<file path="config.mk">
export PLATFORM = sky130hd
export DESIGN_NAME = strip_seq
export DESIGN_NICKNAME = d
export VERILOG_FILES = /design/src/rtl/strip_pkg.sv /design/src/rtl/strip_split.sv /design/src/rtl/strip_cursor.sv /design/src/rtl/strip_fsm.sv /design/src/rtl/strip_seq.sv
export SDC_FILE = /design/constraint.sdc
export NUM_CORES = 1
export LEC_CHECK = 0
export ABC_CLOCK_PERIOD_IN_PS = 3100
export BUFFER_PORTS_ARGS = -buffer_cell sky130_fd_sc_hd__buf_2
export CAP_MARGIN = 25
export CORE_ASPECT_RATIO = 0.9
export CORE_UTILIZATION = 54
export DETAILED_ROUTE_END_ITERATION = 8
export GPL_ROUTABILITY_DRIVEN = 0
export PLACE_DENSITY = 0.8
export RECOVER_POWER = 50
export SLEW_MARGIN = 10
export SYNTH_ARGS = -nofsm -noshare
export SYNTH_HDL_FRONTEND = slang
export SYNTH_HIERARCHICAL = 1
export SYNTH_SLANG_ARGS = --single-unit
</file>
<file path="constraint.sdc">
create_clock -name clk_i -period 3.1 [get_ports clk_i]
set_clock_uncertainty 0.1 [all_clocks]
set_input_delay 0.31 -clock clk_i [delete_from_list [all_inputs] [get_ports clk_i]]
set_output_delay 0.31 -clock clk_i [all_outputs]
set_load 0.1 [all_outputs]
</file>
<file path="src/rtl/strip_pkg.sv">
package strip_pkg;
  typedef enum logic {ST_IDLE = 1'b0, ST_ISSUE = 1'b1} seq_state_e;
endpackage

</file>
<file path="src/rtl/strip_split.sv">
// Count decomposition by bit slicing (MVL is a power of two)
module strip_split #(
  parameter int N_W = 16,
  parameter int MVL = 64,
  localparam int SH    = $clog2(MVL),
  localparam int LEN_W = SH + 1,
  localparam int CNT_W = N_W - SH
) (
  input  logic [N_W-1:0]   n_i,
  output logic [LEN_W-1:0] rem_len_o,
  output logic [CNT_W-1:0] full_cnt_o,
  output logic             rem_zero_o,
  output logic             n_zero_o
);
  assign rem_len_o  = {1'b0, n_i[SH-1:0]};
  assign full_cnt_o = n_i[N_W-1:SH];
  assign rem_zero_o = (n_i[SH-1:0] == '0);
  assign n_zero_o   = (n_i == '0);
endmodule

</file>
<file path="src/rtl/strip_cursor.sv">
// Strip index, length and remaining full-strip count
module strip_cursor #(
  parameter int N_W = 16,
  parameter int MVL = 64,
  localparam int SH    = $clog2(MVL),
  localparam int LEN_W = SH + 1,
  localparam int CNT_W = N_W - SH
) (
  input  logic             clk_i,
  input  logic             rst_ni,
  input  logic             load_i,
  input  logic             adv_i,
  input  logic [LEN_W-1:0] rem_len_i,
  input  logic [CNT_W-1:0] full_cnt_i,
  input  logic             rem_zero_i,
  output logic [N_W-1:0]   start_o,
  output logic [LEN_W-1:0] len_o,
  output logic             last_o
);
  localparam logic [LEN_W-1:0] MVL_LEN = LEN_W'(MVL);

  logic [N_W-1:0]   start_q;
  logic [LEN_W-1:0] len_q;
  logic [CNT_W-1:0] left_q;

  always_ff @(posedge clk_i or negedge rst_ni) begin
    if (!rst_ni) begin
      start_q <= '0;
      len_q   <= '0;
      left_q  <= '0;
    end else if (load_i) begin
      start_q <= '0;
      if (rem_zero_i) begin
        // empty remainder strip is skipped
        len_q  <= MVL_LEN;
        left_q <= full_cnt_i - CNT_W'(1);
      end else begin
        len_q  <= rem_len_i;
        left_q <= full_cnt_i;
      end
    end else if (adv_i && (left_q != '0)) begin
      start_q <= start_q + N_W'(len_q);
      len_q   <= MVL_LEN;
      left_q  <= left_q - CNT_W'(1);
    end
  end

  assign start_o = start_q;
  assign len_o   = len_q;
  assign last_o  = (left_q == '0);
endmodule

</file>
<file path="src/rtl/strip_fsm.sv">
module strip_fsm
  import strip_pkg::*;
(
  input  logic clk_i,
  input  logic rst_ni,
  input  logic start_i,
  input  logic n_zero_i,
  input  logic fire_i,
  input  logic last_i,
  output logic busy_o,
  output logic load_o,
  output logic adv_o,
  output logic done_o
);
  seq_state_e state_q, state_d;
  logic       done_q, done_d;

  always_comb begin
    state_d = state_q;
    done_d  = 1'b0;
    load_o  = 1'b0;
    adv_o   = 1'b0;
    unique case (state_q)
      ST_IDLE: begin
        if (start_i) begin
          if (n_zero_i) begin
            done_d = 1'b1;
          end else begin
            load_o  = 1'b1;
            state_d = ST_ISSUE;
          end
        end
      end
      ST_ISSUE: begin
        if (fire_i) begin
          adv_o = 1'b1;
          if (last_i) begin
            state_d = ST_IDLE;
            done_d  = 1'b1;
          end
        end
      end
      default: state_d = ST_IDLE;
    endcase
  end

  always_ff @(posedge clk_i or negedge rst_ni) begin
    if (!rst_ni) begin
      state_q <= ST_IDLE;
      done_q  <= 1'b0;
    end else begin
      state_q <= state_d;
      done_q  <= done_d;
    end
  end

  assign busy_o = (state_q == ST_ISSUE);
  assign done_o = done_q;
endmodule

</file>
<file path="src/rtl/strip_seq.sv">
module strip_seq #(
  parameter int N_W = 16,
  parameter int MVL = 64,
  localparam int SH    = $clog2(MVL),
  localparam int LEN_W = SH + 1,
  localparam int CNT_W = N_W - SH
) (
  input  logic             clk_i,
  input  logic             rst_ni,
  input  logic             start_i,
  input  logic [N_W-1:0]   n_i,
  input  logic             strip_ready_i,
  output logic             strip_valid_o,
  output logic [N_W-1:0]   strip_start_o,
  output logic [LEN_W-1:0] strip_len_o,
  output logic             strip_last_o,
  output logic [LEN_W-1:0] vlr_o,
  output logic             busy_o,
  output logic             done_o
);
  logic [LEN_W-1:0] rem_len;
  logic [CNT_W-1:0] full_cnt;
  logic             rem_zero, n_zero;
  logic             load, adv, fire, last, busy;

  strip_split #(.N_W(N_W), .MVL(MVL)) u_split (
    .n_i       (n_i),
    .rem_len_o (rem_len),
    .full_cnt_o(full_cnt),
    .rem_zero_o(rem_zero),
    .n_zero_o  (n_zero)
  );

  strip_cursor #(.N_W(N_W), .MVL(MVL)) u_cursor (
    .clk_i     (clk_i),
    .rst_ni    (rst_ni),
    .load_i    (load),
    .adv_i     (adv),
    .rem_len_i (rem_len),
    .full_cnt_i(full_cnt),
    .rem_zero_i(rem_zero),
    .start_o   (strip_start_o),
    .len_o     (strip_len_o),
    .last_o    (last)
  );

  strip_fsm u_fsm (
    .clk_i   (clk_i),
    .rst_ni  (rst_ni),
    .start_i (start_i),
    .n_zero_i(n_zero),
    .fire_i  (fire),
    .last_i  (last),
    .busy_o  (busy),
    .load_o  (load),
    .adv_o   (adv),
    .done_o  (done_o)
  );

  assign fire          = busy & strip_ready_i;
  assign strip_valid_o = busy;
  assign strip_last_o  = busy & last;
  assign busy_o        = busy;
  // length register read by the datapath
  assign vlr_o         = strip_len_o;
endmodule

</file>
Yosys cells after proc, flatten, opt, wreduce, memory -nomap -nowiden. Cells that the tools add are included.

Bitwise gates (word level): 3. $add $sub $neg: 3. Reductions and logical operators: 6. Mux-type cells: 21.

Operators by type and width (count): 2-to-1 mux 16 bit (2); 2-to-1 mux 10 bit (3); 2-to-1 mux 7 bit (3); subtractor 10 x 1 -> 10 bit, second input constant (2); adder 16 x 7 -> 16 bit (1); zero test 16 bit (1); 2-to-1 mux 1 bit (11); zero test 10 bit (1); nonzero test 10 bit (1); zero test 6 bit (1); one-hot mux 1 bit (2 select lines) (2); bitwise AND 1 bit (2); nonzero test 2 bit (1); logical AND 1 bit (1); NOT 1 bit (1).

Output and inout bits: 34. Logic and storage cells: 38. Register bits: 35. Input bits: 20.

Longest topological paths before layout.
Word-level depth: 6. Gate-level depth with buffers: 9. Mapped depth without buffers: 9.

Modules after synthesis. Netlist, hierarchy kept.

Modules (own cells, without submodules): strip_cursor (times used 1, area each 2074.5 um^2, seq. area each 825.8 um^2, cells an instance 229); strip_split (times used 1, area each 182.7 um^2, seq. area each 0.0 um^2, cells an instance 24); strip_fsm (times used 1, area each 95.1 um^2, seq. area each 50.0 um^2, cells an instance 9); strip_seq (times used 1, area each 72.6 um^2, seq. area each 0.0 um^2, cells an instance 10).

Worst setup path before layout. No wires, ideal clock.

Path type: flip-flop to flip-flop. Start point: register u_cursor.len_q[0], in the netlist u_cursor/len_o[0]. End point: register u_cursor.start_q[12], in the netlist u_cursor/start_o[12]. Path buffers: 0. Data required time: 2.926 ns. Stages on the path, launching flop included: 10. Setup slack: 0.183 ns. Arrival: 2.743 ns. Path through: dfrtp_1 > ha_1 > inv_1 > fa_1 > nor2b_1 > o211ai_1 > a31oi_1 > o2111ai_1 > xor2_1 > nor2_1.

Cells in the longest elaborated chain, start to end: 3.

Ends and longest elaborated chain: start: declaration (RTL line strip_cursor.sv:23) `logic [LEN_W-1:0] len_q;`; start signal: assignment (RTL line strip_cursor.sv:38) `len_q <= rem_len_i;`; adder 16 x 7 -> 16 bit (RTL line strip_cursor.sv:42) `start_q <= start_q + N_W'(len_q);`; 2-to-1 mux 16 bit (RTL line strip_cursor.sv:41) `end else if (adv_i && (left_q != '0)) begin`; 2-to-1 mux 16 bit (RTL line strip_cursor.sv:31) `end else if (load_i) begin`; end signal: assignment (RTL line strip_cursor.sv:42); end: declaration (RTL line strip_cursor.sv:22) `logic [N_W-1:0] start_q;`.

Every way passes these cells. The select of a mux whose other input is x is not followed. A chain may end at the register's enable or synchronous reset.

Worst setup path in the final report.
Start point: register u_cursor.left_q[0]. End point: output port strip_last_o.

Cells in the longest elaborated chain, start to end: 2.

Ends and longest elaborated chain: start: declaration (RTL line strip_cursor.sv:24) `logic [CNT_W-1:0] left_q;`; start signal: assignment (RTL line strip_cursor.sv:36) `left_q <= full_cnt_i - CNT_W'(1);`; start signal: assignment (RTL line strip_cursor.sv:39) `left_q <= full_cnt_i;`; start signal: assignment (RTL line strip_cursor.sv:44) `left_q <= left_q - CNT_W'(1);`; zero test 10 bit (RTL line strip_cursor.sv:50) `assign last_o = (left_q == '0);`; net last (RTL line strip_seq.sv:24) `logic load, adv, fire, last, busy;`; bitwise AND 1 bit (RTL line strip_seq.sv:62) `assign strip_last_o = busy & last;`; end: declaration (RTL line strip_seq.sv:16) `output logic strip_last_o,`.

The timed path passes the listed nets, and every way through them passes these cells.

==> results summary <==
The flow ran to the end, but the final reports show violations. The checks that failed: max-capacitance violations, max-slew violations. In the final routing, the length of wire on met1 measures 2310 um. In the synthesized netlist the async set-or-reset flop fraction comes to 1.00.

The tightest hold path in the finished design has a slack of 138 ps. The mean area per synthesized cell is 8.91 um^2. The power density over the cells came out at 933 mW/mm^2. The post-route standard cell area excluding fillers came out at 0.00267 mm^2.

Of the post-synthesis cell area, the dominant cell type holds 0.361. The count of different cell masters after synthesis came out at 51. The leakage dissipation came out at 1.17 nW.

The primary flip-flop cell chosen by synthesis mapping is dfrtp_1. The maximum vdd drop is 0.508 mV. Derived from the worst setup path, the maximum achievable clock frequency is 345 MHz.

The sum of overflow across all layers after global routing came out at 0. The total number of yosys warnings is 6. The endpoint identified for the worst register-to-register timing path is u_cursor/start_o[11]. The number of gates resized after CTS was 0. The via count of the first global-routing pass is 1857. The vertical die dimension is 65.6 um. The clock edge transition at the registers on the reported setup and hold paths is 80 ps. The average wire per standard cell is 13.1 um. The worst endpoint data arrival time came out at 2490 ps. Clock tree synthesis found a total of 35 sinks.

The number of cells on the critical path is 6. The number of enable-type register cells in the synthesized netlist is 0. The number of DRC markers after the initial detailed-route iteration came out at 98. The number of maximum-capacitance violations is 1. The number of levels in the clock H-tree came out at 2.

Before antenna repair, the detailed router went through 4 iterations. TritonCTS built the clock tree. The number of buffers inserted to repair setup after CTS is 0. The largest stage delay on the critical path is 500 ps.

The worst setup path is of the reg -> out kind. The area of the die came out at 0.00476 mm^2. The total number of placement rows came out at 22. The tightest min-delay check is of the in -> reg type.

In this run the horizontal extent of the chip is 72.6 um. The cell family contributing the most delay on the critical path is simple AND/OR/NAND/NOR gates. The fraction of final layout cells sized beyond drive strength 1 is 0.197.

The biggest area contributor in the post-synthesis netlist is dfrtp_1. The worst hold path terminates at u_cursor/len_o[4]. The via-per-instance ratio came out at 5.31. The instance area after placement is 0.00256 mm^2. The launching element type of the critical path is a flop. The shortest clock period the worst path allows after layout is 2900 ps. The clock passes through at most 2 buffers. The total met2 wirelength after detailed routing came out at 2180 um. The gate count after technology mapping is 272.

In this run the tightest slew margin relative to its limit is -0.222. The number of antenna diodes is 0. The initial standard-cell utilization of the core is 0.580. The maximum fanout encountered on the critical timing path came out at 4. The library cell used most frequently in the layout, excluding fill and tap cells, is nand2_1. The critical path goes through inv_1, ha_1, or4b_4, nor4_1, and2_1, buf_2. The initial antenna violation count came to 0. The total of buffers placed on input and output ports is 53. The number of hold buffers added after CTS was 0. The final hold violation count is 0. After routing, the total negative slack on setup checks comes to 0 ps.

Counting the buffers created by CTS gives 5. For the pin with the worst max-slew slack, the measured transition is 1830 ps. The wire-length estimate of the detail-placed layout is 3460 um. The worst setup margin came out at 201 ps. The flip-flop and latch count after synthesis came out at 35.

The register area share after synthesis came out at 0.361. The required time at the worst-slack endpoint is 2690 ps. In this run the most critical hold path is launched from n_i[4].

The startpoint identified for the worst register-to-register timing path is u_cursor/left_q[0]. The cell sitting at the root of the clock tree is a clkbuf_8. The I/O pin total is 54. The total number of vias came out at 1934. The global-route wire length before repair came out at 8200 um. The number of nets in the synthesized netlist is 303. The buffering stage count on the worst path with inverters included is 2.

Of the available clock period, the critical path in the final layout requires 0.935. The worst hold path passes through 3 cells. After synthesis, the cell types taking the most area are dfrtp_1 (36%), buf_4 (7.7%), nand2_1 (5.6%), ha_1 (5.2%), xnor2_1 (5.1%). The clock insertion delay at the later pin of the skew report came out at 290 ps. The total routing usage reported by global routing is 0.224.

The number of max-slew violations in the final report came out at 36. In the routed design, unresolved DRC markers number 0. Leaving out fill and tap cells, the most frequent cells in the layout are nand2_1 (36), buf_2 (35), dfrtp_1 (35).

The total length of routed met3 wires is 213 um. The post-synthesis cell area is 0.00242 mm^2. The worst setup path is captured at a primary output. The worst slack at placement came out at 496 ps. The number of routed nets with antenna violations is 0. The worst register-to-register path has a depth of 8.

The count of nets after finishing is 334. Setup repair after global routing left no endpoint under its margin. The post-layout total power came out at 2.49 mW. The area inside the core boundary came out at 0.00418 mm^2. Routed signal wires occupy layers up through met4.

The wire length reported by the detailed router is 4780 um. The reg-to-reg setup timing slack came out at 550 ps. Setup violations remaining at the end of the flow were counted as 0. The area growth from synthesis to layout is 10.1%. The maximum number of pins on one net before global-route repair came out at 36. On the critical path, the stage with the largest delay is an instance of or4b_4.
==> cell usage after synthesis, drive strengths merged (4+ instances only) <==
library cell,n
nand2,37
dfrtp,35
buf,28
nor2,23
o21ai,16
xnor2,14
a21oi,13
xor2,11
ha,10
inv,10
a211oi,6
clkbuf,6
nand3,6
nor2b,6
nor4,6
nor3,5
or4,4
==> power by group <==
part / switching [mW] / internal, mW
logic: 1.00 / 0.314
clock network: 0.171 / 0.239
registers: 0.168 / 0.594
total: 1.34 / 1.15
==> layout make-up <==
cell class,count,area [um^2]
Clock inverter,3,43.8
Timing Repair Buffer,58,288
Fill cell,373,1520
Multi-Input combinational cell,193,1280
Inverter,10,37.5
Tap cell,60,75.1
Sequential cell,35,876
Clock buffer,5,68.8
==> stage by stage <==
step / std cells / utilization
after floorplan: 272 / -
after global placement: 355 / 0.613
after detailed placement: 355 / 0.613
after CTS: 363 / 0.640
after global routing: 364 / 0.638
final: 364 / 0.638
==> worst min-delay path, cell delays in order <==
cell and delay, ps:
buf_2 90, nand2_1 40, o21ai_0 50
==> worst max path at each step <==
stage,to,from
finish,strip_last_o,u_cursor/left_q[0]
detailed placement,strip_last_o,u_cursor/left_q[0]
global route,strip_last_o,u_cursor/left_q[0]
floorplan,u_cursor/start_o[12],u_cursor/len_o[0]
CTS,strip_last_o,u_cursor/left_q[0]
global placement,strip_last_o,u_cursor/left_q[0]
==> registers in the layout, indices dropped and copies added, names as in the netlist <==
register / count
u_cursor/left_q: 10
u_cursor/len_o: 7
u_cursor/start_o: 16
u_fsm/busy_o: 1
u_fsm/done_o: 1
==> cells by family after synthesis <==
group                      synth area share
DFF                                   0.361
other                               0.00155
buffers and inverters                 0.114
AOI/OAI and AO/OA                     0.141
xor gates and xnor gates             0.0903
adders and majority gates            0.0599
muxes                               0.00929
and+or+nand+nor                       0.223
==> metal layers <==
metal / track usage / up-vias
li1: - / 978
met1: 0.296 / 890
met2: 0.361 / 59
met3: 0.0445 / 7
met4: 0.0882 / 0
met5: 0 / -
(Power assumes the default switching activity.)
